<file path="config.mk">
export PLATFORM = sky130hd
export DESIGN_NAME = idist_regs
export DESIGN_NICKNAME = d
export VERILOG_FILES = /design/src/rtl/idist_pkg.sv /design/src/rtl/idist_decode.sv /design/src/rtl/idist_src.sv /design/src/rtl/idist_rdmux.sv /design/src/rtl/idist_regs.sv
export SDC_FILE = /design/constraint.sdc
export NUM_CORES = 2
export LEC_CHECK = 0
export ABC_CLOCK_PERIOD_IN_PS = 14300
export BUFFER_PORTS_ARGS = -buffer_cell sky130_fd_sc_hd__buf_2
export CAP_MARGIN = 20
export CORE_UTILIZATION = 40
export DETAILED_ROUTE_END_ITERATION = 6
export HOLD_SLACK_MARGIN = 0.02
export REMOVE_ABC_BUFFERS = 1
export SLEW_MARGIN = 20
export SYNTH_ARGS = -nofsm -noshare
export SYNTH_HDL_FRONTEND = slang
export SYNTH_SLANG_ARGS = --single-unit
</file>
<file path="constraint.sdc">
create_clock -name clk -period 14.3 [get_ports clk]
set_input_delay 1.43 -clock clk [delete_from_list [all_inputs] [get_ports clk]]
set_output_delay 1.43 -clock clk [all_outputs]
set_load 0.1 [all_outputs]
</file>
<file path="src/rtl/idist_pkg.sv">
package idist_pkg;

  localparam int ADDR_W = 12;
  localparam int BASE_W = 13;

  typedef enum logic [3:0] {
    RG_CTRL,
    RG_IGN,
    RG_SETEN,
    RG_CLREN,
    RG_SETPD,
    RG_CLRPD,
    RG_PRIO,
    RG_TGT,
    RG_CFG,
    RG_BAD
  } region_e;

  typedef struct packed {
    region_e           rg;
    logic [BASE_W-1:0] base;
    logic              legal;
  } dec_t;

  // Classify a byte offset into a register region
  function automatic region_e region_of(input logic [ADDR_W-1:0] a);
    region_e r;
    if (a == 12'h000)      r = RG_CTRL;
    else if (a < 12'h004)  r = RG_IGN;
    else if (a < 12'h100)  r = RG_BAD;
    else if (a < 12'h180)  r = RG_SETEN;
    else if (a < 12'h200)  r = RG_CLREN;
    else if (a < 12'h280)  r = RG_SETPD;
    else if (a < 12'h300)  r = RG_CLRPD;
    else if (a < 12'h400)  r = RG_BAD;
    else if (a < 12'h800)  r = RG_PRIO;
    else if (a < 12'hC00)  r = RG_TGT;
    else if (a < 12'hF00)  r = RG_CFG;
    else                   r = RG_BAD;
    return r;
  endfunction

  // First source index covered by the byte at offset a
  function automatic logic [BASE_W-1:0] first_src(input region_e r,
                                                  input logic [ADDR_W-1:0] a);
    logic [BASE_W-1:0] x;
    x = {1'b0, a};
    case (r)
      RG_SETEN: return (x - 13'h100) << 3;
      RG_CLREN: return (x - 13'h180) << 3;
      RG_SETPD: return (x - 13'h200) << 3;
      RG_CLRPD: return (x - 13'h280) << 3;
      RG_PRIO:  return x - 13'h400;
      RG_TGT:   return x - 13'h800;
      RG_CFG:   return (x - 13'hC00) << 2;
      default:  return '0;
    endcase
  endfunction

  function automatic logic is_legal(input region_e r,
                                    input logic [BASE_W-1:0] b,
                                    input int num_irq);
    if (r == RG_BAD) return 1'b0;
    if (r == RG_CTRL || r == RG_IGN) return 1'b1;
    return (int'(b) < num_irq);
  endfunction

endpackage

</file>
<file path="src/rtl/idist_decode.sv">
module idist_decode
  import idist_pkg::*;
#(
  parameter int NUM_IRQ = 64
) (
  input  logic [ADDR_W-1:0] addr_i,
  output dec_t              dec_o
);

  region_e           rg;
  logic [BASE_W-1:0] base;

  always_comb begin
    rg          = region_of(addr_i);
    base        = first_src(rg, addr_i);
    dec_o.rg    = rg;
    dec_o.base  = base;
    dec_o.legal = is_legal(rg, base, NUM_IRQ);
  end

endmodule

</file>
<file path="src/rtl/idist_src.sv">
module idist_src
  import idist_pkg::*;
#(
  parameter int IDX     = 0,
  parameter int NUM_CPU = 1
) (
  input  logic       clk,
  input  logic       rst_n,
  input  logic       wr_ok_i,
  input  dec_t       dec_i,
  input  logic [7:0] wr_byte_i,
  input  logic       level_i,
  output logic       enable_o,
  output logic       pending_o,
  output logic       model_o,
  output logic       trig_o,
  output logic [7:0] prio_o,
  output logic [7:0] tgt_o,
  output logic       seten_lvl_o,
  output logic       clren_o,
  output logic       edge_o,
  output logic       clrpd_o
);

  localparam logic [BASE_W-1:0] BANK_BASE = BASE_W'((IDX / 8) * 8);
  localparam int                BANK_BIT  = IDX % 8;
  localparam logic [BASE_W-1:0] CFG_BASE  = BASE_W'((IDX / 4) * 4);
  localparam int                CFG_SH    = 2 * (IDX % 4);
  localparam logic [BASE_W-1:0] OWN_IDX   = BASE_W'(IDX);
  localparam logic              RST_ON    = (IDX < 16);
  localparam logic [7:0]        RST_TGT   = (NUM_CPU == 1) ? 8'd1 : 8'd0;

  logic in_bank, bank_bit, in_cfg, in_own;
  logic seten, clren, setpd, clrpd, prio_wr, tgt_wr, cfg_wr;
  logic level_q, rise, edge_set, lvl_set, seten_lvl;
  logic en_q, pd_q, mdl_q, trg_q;
  logic [7:0] prio_q, tgt_q;

  assign in_bank  = (dec_i.base == BANK_BASE);
  assign bank_bit = wr_byte_i[BANK_BIT];
  assign in_cfg   = (dec_i.base == CFG_BASE);
  assign in_own   = (dec_i.base == OWN_IDX);

  assign seten   = wr_ok_i && dec_i.rg == RG_SETEN && in_bank && bank_bit;
  assign clren   = wr_ok_i && dec_i.rg == RG_CLREN && in_bank && bank_bit;
  assign setpd   = wr_ok_i && dec_i.rg == RG_SETPD && in_bank && bank_bit;
  assign clrpd   = wr_ok_i && dec_i.rg == RG_CLRPD && in_bank && bank_bit;
  assign prio_wr = wr_ok_i && dec_i.rg == RG_PRIO && in_own;
  assign tgt_wr  = wr_ok_i && dec_i.rg == RG_TGT && in_own;
  assign cfg_wr  = wr_ok_i && dec_i.rg == RG_CFG && in_cfg;

  assign rise      = level_i && !level_q;
  assign edge_set  = trg_q && rise;
  assign lvl_set   = !trg_q && level_i && en_q;
  assign seten_lvl = seten && level_i && !trg_q;

  always_ff @(posedge clk) begin
    if (!rst_n) begin
      level_q <= 1'b0;
      en_q    <= RST_ON;
      trg_q   <= RST_ON;
      mdl_q   <= 1'b0;
      pd_q    <= 1'b0;
      prio_q  <= 8'd0;
      tgt_q   <= RST_TGT;
    end else begin
      level_q <= level_i;
      if (seten)      en_q <= 1'b1;
      else if (clren) en_q <= 1'b0;
      // set events win over a clear-pending write in the same cycle
      pd_q <= (pd_q && !clrpd) || setpd || edge_set || lvl_set || seten_lvl;
      if (prio_wr) prio_q <= wr_byte_i;
      if (tgt_wr)  tgt_q  <= wr_byte_i;
      if (cfg_wr) begin
        mdl_q <= wr_byte_i[CFG_SH];
        trg_q <= wr_byte_i[CFG_SH+1];
      end
    end
  end

  assign enable_o    = en_q;
  assign pending_o   = pd_q;
  assign model_o     = mdl_q;
  assign trig_o      = trg_q;
  assign prio_o      = prio_q;
  assign tgt_o       = tgt_q;
  assign seten_lvl_o = seten_lvl;
  assign clren_o     = clren;
  assign edge_o      = edge_set;
  assign clrpd_o     = clrpd;

endmodule

</file>
<file path="src/rtl/idist_rdmux.sv">
module idist_rdmux
  import idist_pkg::*;
#(
  parameter int NUM_IRQ = 64
) (
  input  dec_t                      dec_i,
  input  logic                      dist_en_i,
  input  logic [NUM_IRQ-1:0]        en_v_i,
  input  logic [NUM_IRQ-1:0]        pd_v_i,
  input  logic [NUM_IRQ-1:0]        mdl_v_i,
  input  logic [NUM_IRQ-1:0]        trg_v_i,
  input  logic [NUM_IRQ-1:0][7:0]   prio_v_i,
  input  logic [NUM_IRQ-1:0][7:0]   tgt_v_i,
  output logic [7:0]                rd_o
);

  localparam int IDX_W = (NUM_IRQ > 1) ? $clog2(NUM_IRQ) : 1;

  function automatic logic in_range(input logic [BASE_W-1:0] ix);
    return int'(ix) < NUM_IRQ;
  endfunction

  always_comb begin
    logic [BASE_W-1:0] ix;
    rd_o = 8'd0;
    ix   = dec_i.base;
    case (dec_i.rg)
      RG_CTRL: rd_o = {7'd0, dist_en_i};
      RG_SETEN, RG_CLREN, RG_SETPD, RG_CLRPD: begin
        for (int j = 0; j < 8; j++) begin
          ix = dec_i.base + BASE_W'(j);
          if (in_range(ix)) begin
            if (dec_i.rg == RG_SETEN || dec_i.rg == RG_CLREN)
              rd_o[j] = en_v_i[ix[IDX_W-1:0]];
            else
              rd_o[j] = pd_v_i[ix[IDX_W-1:0]];
          end
        end
      end
      RG_PRIO: if (in_range(ix)) rd_o = prio_v_i[ix[IDX_W-1:0]];
      RG_TGT:  if (in_range(ix)) rd_o = tgt_v_i[ix[IDX_W-1:0]];
      RG_CFG: begin
        for (int j = 0; j < 4; j++) begin
          ix = dec_i.base + BASE_W'(j);
          if (in_range(ix)) begin
            rd_o[2*j]   = mdl_v_i[ix[IDX_W-1:0]];
            rd_o[2*j+1] = trg_v_i[ix[IDX_W-1:0]];
          end
        end
      end
      default: rd_o = 8'd0;
    endcase
  end

endmodule

</file>
<file path="src/rtl/idist_regs.sv">
module idist_regs
  import idist_pkg::*;
#(
  parameter int NUM_IRQ = 64,
  parameter int NUM_CPU = 1
) (
  input  logic               clk,
  input  logic               rst_n,
  input  logic               wr_en_i,
  input  logic [11:0]        addr_i,
  input  logic [7:0]         wr_data_i,
  output logic [7:0]         rd_data_o,
  input  logic [NUM_IRQ-1:0] irq_level_i,
  output logic               dist_en_o,
  output logic [NUM_IRQ-1:0] enable_o,
  output logic [NUM_IRQ-1:0] pending_o,
  output logic               wr_err_o
);

  dec_t dec;
  logic wr_ok;
  logic illegal_wr;
  logic dist_en_q, err_q;

  logic [NUM_IRQ-1:0]      mdl_v, trg_v;
  logic [NUM_IRQ-1:0][7:0] prio_v, tgt_v;

  // named internal events for the checker
  logic [NUM_IRQ-1:0] seten_lvl_hit, clren_hit, edge_hit, clrpd_hit;

  idist_decode #(.NUM_IRQ(NUM_IRQ)) u_dec (
    .addr_i (addr_i),
    .dec_o  (dec)
  );

  assign wr_ok      = wr_en_i && dec.legal;
  assign illegal_wr = wr_en_i && !dec.legal;

  for (genvar i = 0; i < NUM_IRQ; i++) begin : g_src
    idist_src #(.IDX(i), .NUM_CPU(NUM_CPU)) u_src (
      .clk         (clk),
      .rst_n       (rst_n),
      .wr_ok_i     (wr_ok),
      .dec_i       (dec),
      .wr_byte_i   (wr_data_i),
      .level_i     (irq_level_i[i]),
      .enable_o    (enable_o[i]),
      .pending_o   (pending_o[i]),
      .model_o     (mdl_v[i]),
      .trig_o      (trg_v[i]),
      .prio_o      (prio_v[i]),
      .tgt_o       (tgt_v[i]),
      .seten_lvl_o (seten_lvl_hit[i]),
      .clren_o     (clren_hit[i]),
      .edge_o      (edge_hit[i]),
      .clrpd_o     (clrpd_hit[i])
    );
  end

  always_ff @(posedge clk) begin
    if (!rst_n) begin
      dist_en_q <= 1'b0;
      err_q     <= 1'b0;
    end else begin
      err_q <= illegal_wr;
      if (wr_ok && dec.rg == RG_CTRL) dist_en_q <= wr_data_i[0];
    end
  end

  idist_rdmux #(.NUM_IRQ(NUM_IRQ)) u_rd (
    .dec_i     (dec),
    .dist_en_i (dist_en_q),
    .en_v_i    (enable_o),
    .pd_v_i    (pending_o),
    .mdl_v_i   (mdl_v),
    .trg_v_i   (trg_v),
    .prio_v_i  (prio_v),
    .tgt_v_i   (tgt_v),
    .rd_o      (rd_data_o)
  );

  assign dist_en_o = dist_en_q;
  assign wr_err_o  = err_q;

endmodule

</file>
[Yosys cells after proc, flatten, opt, wreduce, memory -nomap -nowiden]
Index checks and enable logic that the tools add are counted.
Word-level totals
  bits in registers: 1346
  input port bits: 87
  output and inout port bits: 138
  logic and storage cells: 2162
Operators by class
  $add $sub $neg: 14
  magnitude comparators: 26
  equality and inequality tests: 72
  muxes and demuxes: 190
  bitwise gates (word level): 1
  reduce and logical (&&, ||, !) cells: 1409
Operators by type and width (number)
  1-bit logical AND: 890
  13-bit by 6-bit equality test with 1-bit output (second input constant): 32
  1-bit logical OR: 258
  13-bit by 5-bit equality test with 1-bit output (second input constant): 16
  1-bit zero test: 193
  1-bit binary-select mux with 6-bit select: 24
  1-bit two-way mux: 144
  13-bit by 4-bit equality test with 1-bit output (second input constant): 8
  13-bit by 7-bit less-than comparator with 1-bit output (second input constant): 8
  8-bit binary-select mux with 6-bit select: 2
  2-bit nonzero test: 48
  13-bit one-hot mux with 7 select lines: 1
  6-bit by 7-bit less-than comparator with 1-bit output (second input constant): 8
  13-bit by 3-bit adder with 13-bit output (second input constant): 4
  13-bit by 3-bit equality test with 1-bit output (second input constant): 4
  4-bit two-way mux: 10
  8-bit one-hot mux with 5 select lines: 1
  12-bit by 10-bit less-than comparator with 1-bit output (second input constant): 3
  12-bit less-than comparator (second input constant): 3
  8-bit two-way mux: 4
  2-bit OR reduction: 16
  13-bit by 2-bit adder with 13-bit output (second input constant): 2
  13-bit by 2-bit equality test with 1-bit output (second input constant): 2
  12-bit by 9-bit less-than comparator with 1-bit output (second input constant): 2
  19 further kinds: 29

[Logic depth before layout (Yosys ltp)]
  depth in word-level cells: 28
  depth in mapped cells: 25
  depth with buffers taken out: 18

[Modules after synthesis]
Synthesis repeated with hierarchy kept, for this count alone.
Second synthesis, totals
  cells, all modules: 9304
  area total of the unflattened synthesis: 86679.4 sq um
By module, submodules not included
  idist_rdmux: instances 1, cells an instance 1734, area each 19909.1 sq um, sequential area each 0.0 sq um
  idist_src (g_src[29].u_src ...): instances 6, cells an instance 117, area each 1061.0 sq um, sequential area each 420.4 sq um
  idist_src (g_src[21].u_src ...): instances 4, cells an instance 115, area each 1052.3 sq um, sequential area each 420.4 sq um
  idist_src (g_src[17].u_src ...): instances 4, cells an instance 110, area each 1009.7 sq um, sequential area each 420.4 sq um
  idist_src (g_src[25].u_src ...): instances 4, cells an instance 111, area each 1009.7 sq um, sequential area each 420.4 sq um
  idist_src (g_src[13].u_src ...): instances 4, cells an instance 118, area each 989.7 sq um, sequential area each 420.4 sq um
  idist_src (g_src[16].u_src ...): instances 3, cells an instance 121, area each 1031.0 sq um, sequential area each 420.4 sq um
  idist_src (g_src[24].u_src ...): instances 3, cells an instance 121, area each 1027.2 sq um, sequential area each 420.4 sq um
  idist_src (g_src[31].u_src ...): instances 3, cells an instance 108, area each 994.7 sq um, sequential area each 420.4 sq um
  idist_src (g_src[27].u_src ...): instances 2, cells an instance 123, area each 1079.8 sq um, sequential area each 420.4 sq um
  idist_src (g_src[19].u_src ...): instances 2, cells an instance 125, area each 1071.0 sq um, sequential area each 420.4 sq um
  idist_src (g_src[20].u_src ...): instances 2, cells an instance 123, area each 1067.3 sq um, sequential area each 420.4 sq um
  idist_src (g_src[28].u_src ...): instances 2, cells an instance 126, area each 1061.0 sq um, sequential area each 420.4 sq um
  idist_src (g_src[10].u_src ...): instances 2, cells an instance 112, area each 1043.5 sq um, sequential area each 420.4 sq um
  20 more rows

[Least setup slack after synthesis]
OpenSTA, ideal clock, no wires.
  kind: input to output
  start: input addr_i[9]
  end: output rd_data_o[4]
  arrival: 9156 ps
  setup slack: 3714 ps
  stages on the path: 20
  buffers on the path: 8
  cell sequence: buf_2 -> inv_1 -> ha_1 -> buf_2 -> a21bo_2 -> a211oi_4 -> buf_2 -> nand2_1 -> nand2_2 -> buf_2 -> clkbuf_1 -> clkbuf_1 -> clkbuf_1 -> ha_1 -> clkbuf_1 -> nand2_1 -> nor2_1 -> mux2_2 -> or4_1 -> o311ai_0
On the way
  cells in the longest elaborated chain, start to end: 20
  elaborated cells between the ends (all ways): 61
Ends and longest elaborated chain
  from (decl): line idist_regs.sv:10  | input logic [11:0] addr_i,
  12-bit less-than comparator: line idist_pkg.sv:38  | else if (a < 12'hF00) r = RG_CFG;
  1-bit two-way mux: line idist_pkg.sv:38
  4-bit two-way mux: line idist_pkg.sv:37  | else if (a < 12'hC00) r = RG_TGT;
  4-bit two-way mux: line idist_pkg.sv:36  | else if (a < 12'h800) r = RG_PRIO;
  4-bit two-way mux: line idist_pkg.sv:35  | else if (a < 12'h400) r = RG_BAD;
  4-bit two-way mux: line idist_pkg.sv:34  | else if (a < 12'h300) r = RG_CLRPD;
  4-bit two-way mux: line idist_pkg.sv:33  | else if (a < 12'h280) r = RG_SETPD;
  4-bit two-way mux: line idist_pkg.sv:32  | else if (a < 12'h200) r = RG_CLREN;
  (+4 left out)
  4-bit equality test (tied with other cells): line idist_pkg.sv:48, idist_rdmux.sv:27
  13-bit one-hot mux with 7 select lines: line idist_pkg.sv:48  | case (r)
  13-bit by 3-bit adder with 13-bit output: line idist_rdmux.sv:31  | ix = dec_i.base + BASE_W'(j);
  1-bit binary-select mux with 6-bit select, on equally long branches: line idist_rdmux.sv:36, idist_rdmux.sv:34
  1-bit two-way mux, on equally long branches: line idist_rdmux.sv:36, idist_rdmux.sv:34
  1-bit two-way mux: line idist_rdmux.sv:33  | if (dec_i.rg == RG_SETEN || dec_i.rg == RG_CLREN)
  1-bit two-way mux: line idist_rdmux.sv:32  | if (in_range(ix)) begin
  8-bit one-hot mux with 5 select lines *: line idist_rdmux.sv:27  | case (dec_i.rg)
  to (decl): line idist_regs.sv:12  | output logic [7:0] rd_data_o,
Every way passes the cells marked *; elsewhere a longest branch is shown, timed or not. The select of a mux whose other input is x is not followed.

[Final worst setup path]
  start: input addr_i[10]
  end: output rd_data_o[6]
Same word-level chain as after synthesis.

==> flow_summary.yaml <==
floorplanning:
  core_area_um2: 179400
  die_x_um: 428.0
  die-area_um2: 183200
  rows: 155
  chipHeight_um: 428.0
  boundaryPins: 225
  initial_core_util: 0.4046
cts:
  clock_path_buffers: 3
  hold_buffers: 0
  path_clk_slew_ns: 0.05
  tritoncts: "yes"
  cts_buffers: 153
  cts_resized: 0
  numClockSinks: 1346
  insertion_delay_ns: 0.85
  htree_levels: 4
  cts_root_buf: "clkbuf_16"
  cts_setup_buffers: 0
drt:
  m1WireLength_mm: 130.9
  vias: 76530
  drt_iter0_markers: 10450
  viasPerCell: 6.279
  dr.pass1.iters: 7
  antenna_left: 0
  wl_per_cell_um: 26.87
  highest_layer: "met5"
  dr_wl_met2_mm: 143.6
  routed_wl_mm: 327.5
  routed-wl-met3_mm: 34.10
  drc: 0
synthesis:
  yosysSeqAreaShare: 0.3712
  ys.flop_type: "dfxtp_1"
  async_reset_ff_frac: 0
  syn_area_per_cell_um2: 7.152
  synth_most_common_cell: "nand2_1"
  synth_top_area_share: 0.3712
  synth_area_leader_cell: "dfxtp_1"
  synthesis.area_um2: 72590
  yosys_warnings: 0
  ys_top_cells_by_count: "3096 x nand2_1, 1346 x dfxtp_1, 1162 x a21oi_1"
  synth-edff-count: 0
  synthTopCellsByArea: "dfxtp_1 37%, nand2_1 16%, a21oi_1 8.0%"
  synth_cells: 10150
  synth-seq-cells: 1346
  synth_cell_types: 105
global_routing:
  antenna_found_initial: 19
  grt_pass1_wl_mm: 474.7
  grt_start_max_net_pins: 167
  grtUsageTotal: 0.3407
  grt_pass1_vias: 69100
  grt-ovfl-total: 0
placed_design:
  placed_cell_area_um2: 73980
  gp_congestion: 1.012
  hpwlAfterDp_mm: 209.8
  portBuffers: 224
sta:
  tns_ns: 0
  max_freq_ghz: 0.09727
  rsz0062_at_grt: "false"
  setup_violations: 0
  final_hold_viol_count: 0
  tightest_slew_ns: 1.237
  fin_crit_ns: 10.28
  slew_headroom: 0.1626
  min_period_over_period: 0.7189
  fin_skew_ns: 0.02402
  slew_violations: 0
worst_hold_path:
  worst_hold_path_type: "reg -> reg"
pwr:
  p_seq_frac: 0.397
  switching_share: 0.3097
  p_switching_mw: 2.948
  p_clk_frac: 0.440
  p_leak_nw: 26.73
  cellPowerDensity_nw_per_um2: 120.0
  ir_drop_v: 0.00007901
  power.internal_mw: 6.570
  comb_power_share: 0.164
final_layout:
  layout-drive-gt1-share: 0.08877
  nNetsFinal: 9809
  area.growth.synth_to_final_pct: 9.294
  n_fill_cell: 17970
  fin_area_um2: 79330
outcome:
  status: "completed"
setup_path:
  cp.required_ns: 12.87
  path_class: "in -> out"
  startpoint_type: "input pin"
  endpoint_kind: "output pin"
  critical_path.max_fanout: 29
  critPathArrivalTime_ns: 8.85
job:
  drv_cap: 0
==> stage by stage <==
step / power (mW) / cells / utilization / hold WS (ns) / setup slack (ns)
2_1_floorplan: 4.818 / 9134 / - / 0.4312 / -71.49
3_3_place_gp: 5.359 / 11900 / 0.4121 / 0.4368 / 4.123
3_5_place_dp: 5.361 / 11900 / 0.4124 / 0.4433 / 4.157
4_1_cts: 9.495 / 12180 / 0.4421 / 0.4513 / 4.137
5_1_grt: 9.729 / 12180 / 0.4422 / 0.4615 / 3.901
6_report: 9.518 / 12190 / 0.4422 / 0.4489 / 4.019
==> cell type report <==
class / instances / area, um2 / share of cell area
antenna: 10 / 25.02 / 0.0003154
clock buffer: 223 / 4503 / 0.05676
clock inverter: 55 / 827.0 / 0.01042
inverter: 24 / 120.1 / 0.001514
multi-input combinational: 7764 / 41260 / 0.5201
sequential: 1346 / 26950 / 0.3397
tap: 2355 / 2947 / 0.03714
timing repair buffer: 411 / 2703 / 0.03407
==> cell usage in the layout (no fill, tap or decap), drive strengths merged, types with 29 or more instances in the layout <==
master,count
buf,411
a31oi,227
o21ai,664
clkbuf,223
a21oi,1162
nand2,3100
a21boi,29
and3,236
or3,32
dfxtp,1346
nor2,534
clkinv,42
nand3,487
a22oi,33
nor3,81
mux4,94
a211oi,95
and2,81
xnor2,32
mux2i,321
a311oi,99
o211ai,35
nand4,43
nor4,37
o21a,29
o311ai,44
==> cells by family after synthesis <==
family,share of synthesized area
multiplexers,0.07560
buffers and inverters,0.06379
flip-flops,0.3712
AO/OA/AOI/OAI,0.2076
AND/OR/NAND/NOR,0.2727
adder cells (fa/ha/maj),0.003896
XOR/XNOR,0.005137
==> sequential cells by signal (all words and copies together), names as in the netlist <==
name,flops
g_src.u_src.tgt_o,512
g_src.u_src.trig_o,64
g_src.u_src.level_q,64
g_src.u_src.prio_o,512
dist_en_o,1
wr_err_o,1
g_src.u_src.model_o,64
g_src.u_src.pending_o,64
g_src.u_src.enable_o,64
==> critical path: stages <==
cell and delay [ns]:
buf_2 0.17, inv_1 0.23, ha_1 0.58, nand2b_1 0.34
a211oi_2 0.61, o2111ai_1 0.22, and2_2 0.30, nand2_4 0.58
ha_1 0.66, a21oi_1 0.24, nor3_1 0.76, nor2_1 0.41
mux4_2 0.56, o211ai_1 0.20, o22ai_1 0.11, a311oi_1 0.56
o221ai_1 0.42, buf_2 0.42
==> power by group through the flow <==
stage | clock (mW) | combinational [mW] | sequential (mW)
after floorplan | 0 | 0.938 | 3.88
after global placement | 0 | 1.50 | 3.86
after detailed placement | 0 | 1.50 | 3.86
after CTS | 4.21 | 1.51 | 3.78
after global routing | 4.37 | 1.59 | 3.77
final | 4.18 | 1.56 | 3.78
==> worst paths after layout <==
| path | start | end | slack [ns] | cells after the start |
|---|---|---|---|---|
| setup / recovery | addr_i[10] | rd_data_o[6] | 4.02 | 18 |
| hold / removal | g_src[62].u_src.tgt_o[5]$_SDFFE_PN0P_ | g_src[62].u_src.tgt_o[5]$_SDFFE_PN0P_ | 0.45 | 2 |
| setup reg to reg | g_src[48].u_src.enable_o$_SDFFE_PN0P_ | g_src[48].u_src.pending_o$_SDFF_PN0_ | 12.96 | 3 |
| hold reg to reg | g_src[62].u_src.tgt_o[5]$_SDFFE_PN0P_ | g_src[62].u_src.tgt_o[5]$_SDFFE_PN0P_ | 0.45 | 2 |
==> routing by layer <==
metal,vias up,GRT usage
met4,6,0.1844
met2,4606,0.5196
met5,-,0
met1,36970,0.4504
met3,855,0.06907
li1,34090,-
Power figures use the tool's default switching activity.
